[src/rtl/alu_pkg.sv]
package alu_pkg;
  typedef enum logic [1:0] {
    LG_AND = 2'b00,
    LG_OR  = 2'b01,
    LG_XOR = 2'b10,
    LG_NOT = 2'b11
  } logic_fn_e;

  typedef enum logic [1:0] {
    YS_ZERO = 2'b00,
    YS_B    = 2'b01,
    YS_BN   = 2'b10,
    YS_ONES = 2'b11
  } ysel_e;

  localparam int SEL_W = 3;
  localparam int MODE_BIT = 2;
endpackage

[src/rtl/alu_b_sel.sv]
module alu_b_sel
  import alu_pkg::*;
#(
  parameter int WIDTH = 4
) (
  input  logic [WIDTH-1:0] b_i,
  input  logic [1:0]       fn_i,
  output logic [WIDTH-1:0] y_o
);
  // Y = B*s0 + B'*s1 per bit
  for (genvar i = 0; i < WIDTH; i++) begin : g_bit
    assign y_o[i] = (b_i[i] & fn_i[0]) | (~b_i[i] & fn_i[1]);
  end

  always_comb begin

    y_sel_chk: assert (
      (fn_i == YS_ZERO && y_o == '0) ||
      (fn_i == YS_B    && y_o == b_i) ||
      (fn_i == YS_BN   && y_o == ~b_i) ||
      (fn_i == YS_ONES && y_o == '1))
      else $error("operand selector mismatch");
  end
endmodule

[src/rtl/alu_arith.sv]
module alu_arith #(
  parameter int WIDTH = 4
) (
  input  logic [WIDTH-1:0] a_i,
  input  logic [WIDTH-1:0] y_i,
  input  logic             cin_i,
  output logic [WIDTH-1:0] sum_o,
  output logic             cout_o,
  output logic             ovf_o
);
  localparam int XW = WIDTH + 1;

  logic [WIDTH:0] c;
  assign c[0] = cin_i;

  for (genvar i = 0; i < WIDTH; i++) begin : g_fa
    assign sum_o[i] = a_i[i] ^ y_i[i] ^ c[i];
    assign c[i+1]   = (a_i[i] & y_i[i]) | (c[i] & (a_i[i] ^ y_i[i]));
  end

  assign cout_o = c[WIDTH];
  assign ovf_o  = c[WIDTH] ^ c[WIDTH-1];

  always_comb begin

    sum_chk: assert ({cout_o, sum_o} == ({1'b0, a_i} + {1'b0, y_i} + XW'(cin_i)))
      else $error("ripple sum mismatch");

    ovf_sign_chk: assert (ovf_o ==
      ((a_i[WIDTH-1] == y_i[WIDTH-1]) && (sum_o[WIDTH-1] != a_i[WIDTH-1])))
      else $error("overflow flag inconsistent with signs");
  end
endmodule

[src/rtl/alu_logic.sv]
module alu_logic
  import alu_pkg::*;
#(
  parameter int WIDTH = 4
) (
  input  logic [WIDTH-1:0] a_i,
  input  logic [WIDTH-1:0] b_i,
  input  logic [1:0]       fn_i,
  output logic [WIDTH-1:0] res_o
);
  always_comb begin
    unique case (logic_fn_e'(fn_i))
      LG_AND:  res_o = a_i & b_i;
      LG_OR:   res_o = a_i | b_i;
      LG_XOR:  res_o = a_i ^ b_i;
      default: res_o = ~a_i;
    endcase
  end

  always_comb begin

    not_a_chk: assert (fn_i != LG_NOT || (res_o ^ a_i) == '1)
      else $error("complement result wrong");

    or_cover_chk: assert (fn_i != LG_OR || ((res_o & a_i) == a_i && (res_o & b_i) == b_i))
      else $error("OR result misses operand bits");
  end
endmodule

[src/rtl/mode_alu.sv]
module mode_alu
  import alu_pkg::*;
#(
  parameter int WIDTH = 4
) (
  input  logic [WIDTH-1:0] a_i,
  input  logic [WIDTH-1:0] b_i,
  input  logic             cin_i,
  input  logic [SEL_W-1:0] sel_i,
  output logic [WIDTH-1:0] f_o,
  output logic             cout_o,
  output logic             ovf_o,
  output logic             zero_o
);
  logic             logic_mode;
  logic [WIDTH-1:0] y;
  logic [WIDTH-1:0] arith_f;
  logic [WIDTH-1:0] logic_f;
  logic             arith_c;
  logic             arith_v;

  assign logic_mode = sel_i[MODE_BIT];

  alu_b_sel #(.WIDTH(WIDTH)) u_bsel (
    .b_i  (b_i),
    .fn_i (sel_i[1:0]),
    .y_o  (y)
  );

  alu_arith #(.WIDTH(WIDTH)) u_arith (
    .a_i    (a_i),
    .y_i    (y),
    .cin_i  (cin_i),
    .sum_o  (arith_f),
    .cout_o (arith_c),
    .ovf_o  (arith_v)
  );

  alu_logic #(.WIDTH(WIDTH)) u_logic (
    .a_i   (a_i),
    .b_i   (b_i),
    .fn_i  (sel_i[1:0]),
    .res_o (logic_f)
  );

  always_comb begin
    if (logic_mode) begin
      f_o    = logic_f;
      cout_o = 1'b0;
      ovf_o  = 1'b0;
    end else begin
      f_o    = arith_f;
      cout_o = arith_c;
      ovf_o  = arith_v;
    end
  end

  assign zero_o = ~|f_o;

  always_comb begin

    logic_flags_chk: assert (!logic_mode || (!cout_o && !ovf_o))
      else $error("flags set in logic mode");

    zero_flag_chk: assert (zero_o == ($countones(f_o) == 0))
      else $error("zero flag mismatch");

    xfer_chk: assert (logic_mode || sel_i[1:0] != 2'b00 || cin_i || (f_o == a_i && !cout_o))
      else $error("transfer code altered operand");
  end
endmodule

[config.mk]
export PLATFORM = sky130hd
export DESIGN_NAME = mode_alu
export DESIGN_NICKNAME = d
export VERILOG_FILES = /design/src/rtl/alu_pkg.sv /design/src/rtl/alu_b_sel.sv /design/src/rtl/alu_arith.sv /design/src/rtl/alu_logic.sv /design/src/rtl/mode_alu.sv
export SDC_FILE = /design/constraint.sdc
export NUM_CORES = 1
export LEC_CHECK = 0
export BUFFER_PORTS_ARGS = -buffer_cell sky130_fd_sc_hd__buf_2
export CAP_MARGIN = 5
export CORE_AREA = 2 2 39 41
export DETAILED_ROUTE_END_ITERATION = 8
export DIE_AREA = 0 0 41 43
export MAX_ROUTING_LAYER = met4
export PLACE_DENSITY = 0.74
export SETUP_SLACK_MARGIN = 0.02
export SLEW_MARGIN = 10
export SYNTH_ARGS = -nofsm -noshare
export SYNTH_HDL_FRONTEND = slang
export SYNTH_SLANG_ARGS = --single-unit
[constraint.sdc]
create_clock -name vclk -period 10.95
set_clock_uncertainty 0.05 [all_clocks]
set_input_delay 3.285 -clock vclk [all_inputs]
set_output_delay 3.285 -clock vclk [all_outputs]
set_load 0.005 [all_outputs]
* Word level (Yosys, flattened, before mapping)
Index checks and enable logic that the tools add are counted.
** Cells by class
- Reduce and logical (&&, ||, !) cells :: 3
- $add $sub $neg :: 0
- Muxes and demuxes :: 4
- Divide/modulo/power cells :: 0
- Equality and inequality tests :: 2
- Multipliers :: 0
- Bitwise operators :: 41
- Magnitude comparators :: 0
- Shift operators :: 0
** Operator list (count)
- AND 1 bit :: 16
- case mux 4 bit (3 select lines) :: 1
- XOR 1 bit :: 9
- OR 1 bit :: 8
- AND 4 bit :: 1
- 2-to-1 mux 4 bit :: 1
- NOT 1 bit :: 4
- NOT 4 bit :: 1
- OR 4 bit :: 1
- OR reduction 4 bit :: 1
- XOR 4 bit :: 1
- equality test 2 x 1 -> 1 bit, second input constant :: 1
- equality test 2 bit, second input constant :: 1
- zero test 2 bit :: 1
- 2-to-1 mux 1 bit :: 2
- zero test 1 bit :: 1
** Word-level totals
- Memory bits (read-only) :: 0
- Latch bits :: 0
- Bits in writable memories :: 0
- Output and inout port bits :: 7
- Input port bits :: 12
- Flip-flop bits (word level) :: 0
- Word-level logic and storage cells :: 50
- Memories kept :: 0

* Longest topological paths before layout
Gate-level depths: netlist of the first run.
- Depth in word-level cells :: 14
- Depth in mapped cells :: 10
- Mapped depth without buffers :: 8

* By module
A second synthesis of the first run with hierarchy kept.
** Second synthesis, totals
- Cell total of the unflattened synthesis :: 50
- Area, all modules :: 504.2 um^2
** By module, submodules not included
- alu_logic :: cells an instance 24, instances 1, area each 250.2 um^2, seq. area each 0.0 um^2
- alu_arith :: cells an instance 15, instances 1, area each 126.4 um^2, seq. area each 0.0 um^2
- mode_alu :: cells an instance 7, instances 1, area each 82.6 um^2, seq. area each 0.0 um^2
- alu_b_sel :: cells an instance 4, instances 1, area each 45.0 um^2, seq. area each 0.0 um^2

* Worst setup path before layout of the first run
Ideal clock, no wire load.
- Path kind :: input-to-output
- Start :: input sel_i[0]
- End :: output zero_o
- Arrival :: 5.723 ns
- Slack :: 1.892 ns
- Required time :: 7.615 ns
- Cell stages on the path :: 10
- Buffers on the path :: 2
- Cells stage by stage :: buf_6 > buf_6 > mux2_2 > fa_1 > fa_1 > inv_1 > fa_1 > fa_1 > a221oi_1 > a311oi_2
** Between the ends
- Word-level cells in the longest chain between the ends :: 13
- Elaborated cells between the ends (all ways) :: 32
- Those cells by class :: eq/ne (2); mux (2); bitwise (25); reduce/logical (3)
** RTL lines
- from (decl) :: RTL line mode_alu.sv:9 : input logic [SEL_W-1:0] sel_i,
- AND 1 bit :: RTL line alu_b_sel.sv:12 : assign y_o[i] = (b_i[i] & fn_i[0]) | (~b_i[i] & fn_i[1]);
- OR 1 bit :: RTL line alu_b_sel.sv:12
- XOR 1 bit :: RTL line alu_arith.sv:18 : assign c[i+1] = (a_i[i] & y_i[i]) | (c[i] & (a_i[i] ^ y_i[i]));
- AND 1 bit :: RTL line alu_arith.sv:18
- OR 1 bit :: RTL line alu_arith.sv:18
- AND 1 bit :: RTL line alu_arith.sv:18
- OR 1 bit :: RTL line alu_arith.sv:18
- AND 1 bit :: RTL line alu_arith.sv:18
- OR 1 bit :: RTL line alu_arith.sv:18
- XOR 1 bit :: RTL line alu_arith.sv:17 : assign sum_o[i] = a_i[i] ^ y_i[i] ^ c[i];
- 2-to-1 mux 4 bit (*) :: RTL line mode_alu.sv:47 : if (logic_mode) begin
- named net f_o[3] :: RTL line mode_alu.sv:10 : output logic [WIDTH-1:0] f_o,
- OR reduction 4 bit (*) :: RTL line mode_alu.sv:58 : assign zero_o = ~|f_o;
- zero test 1 bit (*) :: RTL line mode_alu.sv:58
- to (decl) :: RTL line mode_alu.sv:13 : output logic zero_o
The timed path passes the listed nets; every way through them passes the cells marked *.

* Worst setup path in the final report of the first run
- Start :: input sel_i[0]
- End :: output zero_o
** Between the ends
- Word-level cells in the longest chain between the ends :: 13
- Elaborated cells between the ends (all ways) :: 32
- Those cells by class :: eq/ne (2); mux (2); bitwise (25); reduce/logical (3)
** RTL lines (RTL line)
- AND 1 bit :: alu_b_sel.sv:12
- OR 1 bit :: alu_b_sel.sv:12
- XOR 1 bit :: alu_arith.sv:17, alu_arith.sv:18
- AND 1 bit :: alu_arith.sv:18
- OR 1 bit :: alu_arith.sv:18
- AND 1 bit :: alu_arith.sv:18
- OR 1 bit :: alu_arith.sv:18
- AND 1 bit :: alu_arith.sv:18
- OR 1 bit :: alu_arith.sv:18
- XOR 1 bit :: alu_arith.sv:17
- 2-to-1 mux 4 bit (*) :: mode_alu.sv:47
- OR reduction 4 bit (*) :: mode_alu.sv:58
- zero test 1 bit (*) :: mode_alu.sv:58
Every way passes the cells marked *; elsewhere a longest branch is shown, timed or not.

==> results_dict.tcl, run 1 <==
set metrics [dict create \
    crit_path_end_kind "output pin" \
    design.final.nets 105 \
    nClkBuffers 0 \
    synth.avg_cell_area_sq_um 7.90 \
    die_height_microns 43 \
    layout_cells_sized_above_1 0.304 \
    sequential_cell_total 0 \
    final_core_utilization 0.425 \
    syn2layout_area_growth_pct 16.3 \
    core_sq_um 1380 \
    post_synth_instance_area_sq_um 505 \
    globalplace.congestion 0.741 \
    layout_common_cells "buf_2, inv_1, ha_1" \
    ff_latch_area_sq_um 0 \
    worst_pin_slew_ns 0.437 \
    vias 449 \
    ant_diodes 0 \
    synth.yosys.seq_area_share 0 \
    dominant_combinational_cell_family_by_area_after_synthesis "adder cells" \
    rows 14 \
    chipWidth_microns 41 \
    vdd_drop_max_mv 0.0225 \
    hpwlAfterDp_microns 809 \
    netlist-cell-type-count 22 \
    post_synth_main_area_contributors "ha_1, fa_1, mux2i_1, inv_1, mux2_2" \
    hp-class "input pin to output pin" \
    dp_slack_ns 1.65 \
    overflow 0 \
    dieArea_sq_um 1760 \
    power.density_cell_area_nw_per_um2 45.8 \
    grt_first_pass_wirelength_mm 1.48 \
    num-fill-cells 161 \
    postSynthNetCount 88 \
    synth-xor-area-share 0.0173 \
    postCtsHoldBufs 0 \
    cts_resized 0 \
    synthesis.instances 64 \
    final_common_cell "buf_2" \
    maximum_number_of_pins_on_one_net_before_global_route_repair 21 \
    final_worst_path_setup_slack_ns 1.65 \
    antenna_left 0 \
    post_synth_and_or_nand_nor_area_fraction 0.158 \
    post_synthesis_mux_area_share 0.166 \
    port-buffer-count 19 \
    slew_headroom 0.709 \
    synth_compound_area_frac 0.156 \
    drv_cap 0 \
    outcome "finished, final reports clean" \
    post-cts-setup-buffer-count 0 \
    wl_microns 929 \
    drt_pass1_iterations 3 \
    finalSetupViolations 0 \
    timing.hold.ws_ns 6.84 \
    yosys_top_cell_by_area "ha_1" \
    antenna_found_initial 0 \
    synthAdderAreaFrac 0.356 \
    worst-setup-path-type "input pin to output pin" \
    global_route.usage.total 0.112 \
    grt_pass1_vias 385 \
    worst-path-max-fanout 20 \
    initial_core_util 0.365 \
    post_layout_minimum_cycle_time_ns 9.30 \
    worstPathArrival_ns 5.96 \
    detailedRoute.firstIterationViolations 5 \
    start_kind "input pin" \
    rsz_0062_raised_after_global_routing "no" \
    max_freq_mhz 108 \
    routed_wire_length_per_instance_microns 9.78 \
    report.final.slew_viol_count 0 \
    avgViaCountPerCell 4.73 \
    i_o_pin_count 19 \
    synthesis.yosys.warnings 0 \
    leakagePower_uw 0.000318 \
    finalSetupTns_ns 0 \
    period_share 0.849 \
    yosys.area.top_type_share 0.198 \
    drt_drc_violations_left 0 \
    report.final.hold_viol_count 0 \
    timing.critical_path.required_ns 7.62 \
]
cells by family after synthesis:
family          after synthesis
compound gates               11
mux                           8
simple gates                 17
buf+inv                      15
fa+ha+maj                    12
xor+xnor                      1
worst paths after layout:
| kind | depth (start not counted) | endpoint | from |
|---|---|---|---|
| setup / recovery | 10 | zero_o | sel_i[0] |
| hold / removal | 3 | ovf_o | sel_i[2] |
cell usage after synthesis:
library cell  instances
o21ai_1               1
a311oi_2              1
nor2_2                1
nor3b_1               1
nand3_1               1
and2b_1               1
a211oi_1              2
mux2_2                3
inv_1                11
nand2_1               5
xnor2_1               1
o21ai_0               2
nor2_1                7
ha_1                  8
a221o_1               1
buf_6                 2
buf_2                 2
fa_1                  4
a221oi_1              1
or3b_1                1
a21oi_1               3
mux2i_1               5
power by group:
group	switching [uW]	internal (uW)	total (uW)
clock network	0	0	0
registers	0	0	0
logic	13.8	13.1	26.9
total	13.8	13.1	26.9
worst max-delay path, stage by stage:
cell and delay, ns:
buf_2 0.20, mux2_2 0.31, fa_1 0.38, fa_1 0.37
inv_1 0.07, fa_1 0.23, fa_1 0.43, a221oi_1 0.46
a311oi_2 0.08, buf_2 0.15
metal layers:
layer | vias up | GRT usage | part of all wire
met1 | 193 | 0.148 | 0.48
met4 | 0 | 0 | 0
li1 | 244 | - | -
met3 | 0 | 0 | 0.055
met5 | - | - | 0
met2 | 12 | 0.197 | 0.46
layout make-up:
| cell class | instances | area, sq um | share of cell area |
|---|---|---|---|
| Timing Repair Buffer | 19 | 95.1 | 0.162 |
| Tap cell | 16 | 20.0 | 0.0340 |
| Multi-Input combinational cell | 49 | 432 | 0.734 |
| Inverter | 11 | 41.3 | 0.0702 |
stage by stage:
stage          cells  total power (uW)  instance area (sq um)
2_1_floorplan     64              18.6                    505
3_3_place_gp      95              26.4                    588
3_5_place_dp      95              27.3                    588
4_1_cts           95              27.5                    588
5_1_grt           95              30.7                    588
6_report          95              26.9                    588
Note: power is estimated with default switching activity, not from simulation.
==> run 2, diff against run 1 <==
Clock period 10.95 ns to 9.72 ns, I/O delays scaled along.
==> run 2 against run 1 <==
Non-clock buffer count stayed put. Critical path depth unchanged. First-iteration DRC count decreased by 20%. Global-route usage is 0.82 points higher. Die area is the same. Critical path type unchanged.
==> results_dict.tcl, run 2 (synthesis results as in run 1) <==
set metrics [dict create \
    outcome "finished, final reports clean" \
    max_freq_mhz 118 \
    start_kind "input pin" \
    num-fill-cells 151 \
    post-cts-setup-buffer-count 0 \
    die_height_microns 43 \
    maximum_number_of_pins_on_one_net_before_global_route_repair 21 \
    dieArea_sq_um 1760 \
    i_o_pin_count 19 \
    final_common_cell "buf_2" \
    report.final.slew_viol_count 0 \
    hold_path.startpoint "sel_i[2]" \
    ff_latch_area_sq_um 0 \
    worstHoldEndpoint "ovf_o" \
    timing.hold.ws_ns 6.11 \
    avgViaCountPerCell 4.89 \
    initial_core_util 0.365 \
    rows 14 \
    layout_common_cells "buf_2, inv_1, ha_1" \
    total_power_uw 30.2 \
    worst-path-max-fanout 20 \
    post_dp_cell_area_sq_um 588 \
    detailedRoute.firstIterationViolations 4 \
    syn2layout_area_growth_pct 16.3 \
    postCtsHoldBufs 0 \
    layout_cells_sized_above_1 0.304 \
    period_share 0.872 \
    stdcell_area_sq_um 588 \
    vias 465 \
    dp_slack_ns 1.26 \
    slew_headroom 0.771 \
    crit_path_end_kind "output pin" \
    worst_hold_path.num_cells 3 \
    grt_pass1_vias 403 \
    cts_resized 0 \
    worst-setup-path-type "input pin to output pin" \
    rsz_0062_raised_after_global_routing "no" \
    chipWidth_microns 41 \
    antenna_found_initial 0 \
    drt_drc_violations_left 0 \
    wl_microns 925 \
    timing.critical_path.required_ns 6.75 \
    global_route.usage.total 0.120 \
    routed_wire_length_per_instance_microns 9.74 \
    post_layout_minimum_cycle_time_ns 8.47 \
    worstPathArrival_ns 5.51 \
    overflow 0 \
    core_sq_um 1380 \
    report.final.hold_viol_count 0 \
    sequential_cell_total 0 \
    nClkBuffers 0 \
    finalSetupTns_ns 0 \
    drt_pass1_iterations 2 \
    design.final.nets 105 \
    drv_cap 0 \
    final_worst_path_setup_slack_ns 1.25 \
    vdd_drop_max_mv 0.0205 \
    port-buffer-count 19 \
    ant_diodes 0 \
    power.density_cell_area_nw_per_um2 51.3 \
    antenna_left 0 \
    hp-class "input pin to output pin" \
    hpwlAfterDp_microns 801 \
    leakagePower_uw 0.000318 \
    cp-startpoint "sel_i[0]" \
    worst_pin_slew_ns 0.344 \
    grt_first_pass_wirelength_mm 1.57 \
    finalSetupViolations 0 \
    globalplace.congestion 0.860 \
]
==> run 2: worst max-delay path by stage <==
stage          depth (start not counted)  slack [ns]      to
4_1_cts                               10        1.25  zero_o
3_5_place_dp                          10        1.26  zero_o
6_report                              10        1.25  zero_o
3_3_place_gp                          10        1.27  zero_o
2_1_floorplan                         10        1.40  zero_o
5_1_grt                               10        1.12  zero_o
==> run 2: layout make-up <==
cell class	count	area, sq um	share of cell area
timing repair buffer	19	95.1	0.162
tap	16	20.0	0.0340
inverter	11	41.3	0.0702
multi-input combinational	49	432	0.734
==> run 2: worst max-delay path: stages <==
cell	delay (ns)
buf_2	0.21
mux2_2	0.31
fa_1	0.37
fa_1	0.36
inv_1	0.08
fa_1	0.23
fa_1	0.42
a221oi_1	0.38
a311oi_2	0.08
buf_2	0.14
==> run 2: metrics by stage <==
step | cells | utilization
final | 95 | 0.425
after detailed placement | 95 | 0.425
after global placement | 95 | 0.425
after floorplan | 64 | -
after CTS | 95 | 0.425
after global routing | 95 | 0.425
==> run 2: power by group <==
part           switching (uW)  internal [uW]  total (uW)
combinational            15.5           14.7        30.2
clock                       0              0           0
sequential                  0              0           0
==> run 2: routing by layer <==
metal / track usage / vias to the layer above / share of wire
met3: 0 / 0 / 0.056
li1: - / 241 / -
met1: 0.171 / 212 / 0.49
met5: - / - / 0
met4: 0 / 0 / 0
met2: 0.200 / 12 / 0.45
==> run 3, diff against run 2 <==
--- a/constraint.sdc
+++ b/constraint.sdc
@@ -4,2 +4,2 @@
 set_output_delay 2.916 -clock vclk [all_outputs]
-set_load 0.005 [all_outputs]
+set_load 0.1 [all_outputs]
==> run 3 against run 2 <==
Largest power group unchanged. Non-clock buffer count unchanged. Clock-buffer cell count unchanged. Power up 110%. Wire length grew 5.7%.
==> results_dict.tcl, run 3 (synthesis results as in run 1) <==
set metrics [dict create \
    report.final.slew_viol_count 0 \
    core_sq_um 1380 \
    post-cts-setup-buffer-count 0 \
    postCtsHoldBufs 0 \
    dp_slack_ns 0.982 \
    global_route.usage.total 0.120 \
    worst-path-max-fanout 20 \
    avgViaCountPerCell 4.79 \
    layoutNonFillerInstCount 95 \
    period_share 0.899 \
    final_common_cell "buf_2" \
    routed_wire_length_per_instance_microns 10.3 \
    post_dp_cell_area_sq_um 606 \
    worstPathArrival_ns 5.77 \
    timing.critical_path.required_ns 6.75 \
    i_o_pin_count 19 \
    vias 455 \
    dieArea_sq_um 1760 \
    die_height_microns 43 \
    worst_pin_slew_ns 0.488 \
    max_freq_mhz 114 \
    global_route.peak_usage_layer "met2" \
    ff_latch_area_sq_um 0 \
    hpwlAfterDp_microns 866 \
    vdd_drop_max_mv 0.0589 \
    grt_first_pass_wirelength_mm 1.55 \
    report.final.hold_viol_count 0 \
    antenna_found_initial 0 \
    drt_pass1_iterations 2 \
    finalSetupViolations 0 \
    start_kind "input pin" \
    crit_path_end_kind "output pin" \
    layout_cells_sized_above_1 0.316 \
    stdcell_area_sq_um 606 \
    port-buffer-count 19 \
    finalSetupTns_ns 0 \
    num-fill-cells 149 \
    globalplace.congestion 0.797 \
    post_layout_minimum_cycle_time_ns 8.74 \
    initial_core_util 0.365 \
    rows 14 \
    chipWidth_microns 41 \
    worst-setup-path-type "input pin to output pin" \
    maximum_number_of_pins_on_one_net_before_global_route_repair 21 \
    sequential_cell_total 0 \
    syn2layout_area_growth_pct 19.8 \
    drv_cap 0 \
    ant_diodes 0 \
    grt_pass1_vias 389 \
    global_route_met2_utilization 0.206 \
    placedCellCount 95 \
    rsz_0062_raised_after_global_routing "no" \
    power.density_cell_area_nw_per_um2 107 \
    antenna_left 0 \
    hp-class "input pin to output pin" \
    wl_microns 978 \
    detailedRoute.firstIterationViolations 7 \
    slew_headroom 0.677 \
    gr-usage-met3 0 \
    outcome "finished, final reports clean" \
    design.final.nets 105 \
    drt_drc_violations_left 0 \
    overflow 0 \
    layout_common_cells "buf_2, inv_1, ha_1" \
    grt.met1_usage 0.164 \
    leakagePower_uw 0.000322 \
    total_power_uw 64.8 \
    cts_resized 0 \
    nClkBuffers 0 \
    final_worst_path_setup_slack_ns 0.984 \
]
## run 3: path summary, 6_finish.rpt
| kind | startpoint | end | depth (start not counted) |
|---|---|---|---|
| setup / recovery | sel_i[0] | f_o[3] | 9 |
| hold / removal | sel_i[2] | cout_o | 3 |
## run 3: layout make-up
type               instances  area [sq um]  share of cell area
repair buffers            19          95.1               0.157
inverters                 11          41.3              0.0682
well taps                 16          20.0              0.0331
multi-input cells         49           449               0.742
## run 3: per-layer routing
layer  vias up  share of wire
li1        243              -
met2        10           0.50
met5         -              0
met4         0              0
met3         0          0.049
met1       202           0.45
## run 3: worst max-delay path, stage by stage
cell and delay, ns:
buf_2 0.21, mux2_2 0.31, fa_1 0.38, fa_1 0.36, inv_1 0.07, fa_1 0.22
fa_1 0.48, a221oi_4 0.33, buf_2 0.48
## run 3: power by group
group | internal, uW | leakage [uW] | switching (uW)
logic | 16.3 | 0.000322 | 48.5
registers | 0 | 0 | 0
clock network | 0 | 0 | 0
total | 16.3 | 0.000322 | 48.5
## run 3: metrics by stage
stage,hold slack (ns),utilization
CTS,6.29,0.438
floorplan,6.26,-
global placement,6.29,0.438
detailed placement,6.29,0.438
global route,6.31,0.438
finish,6.29,0.438
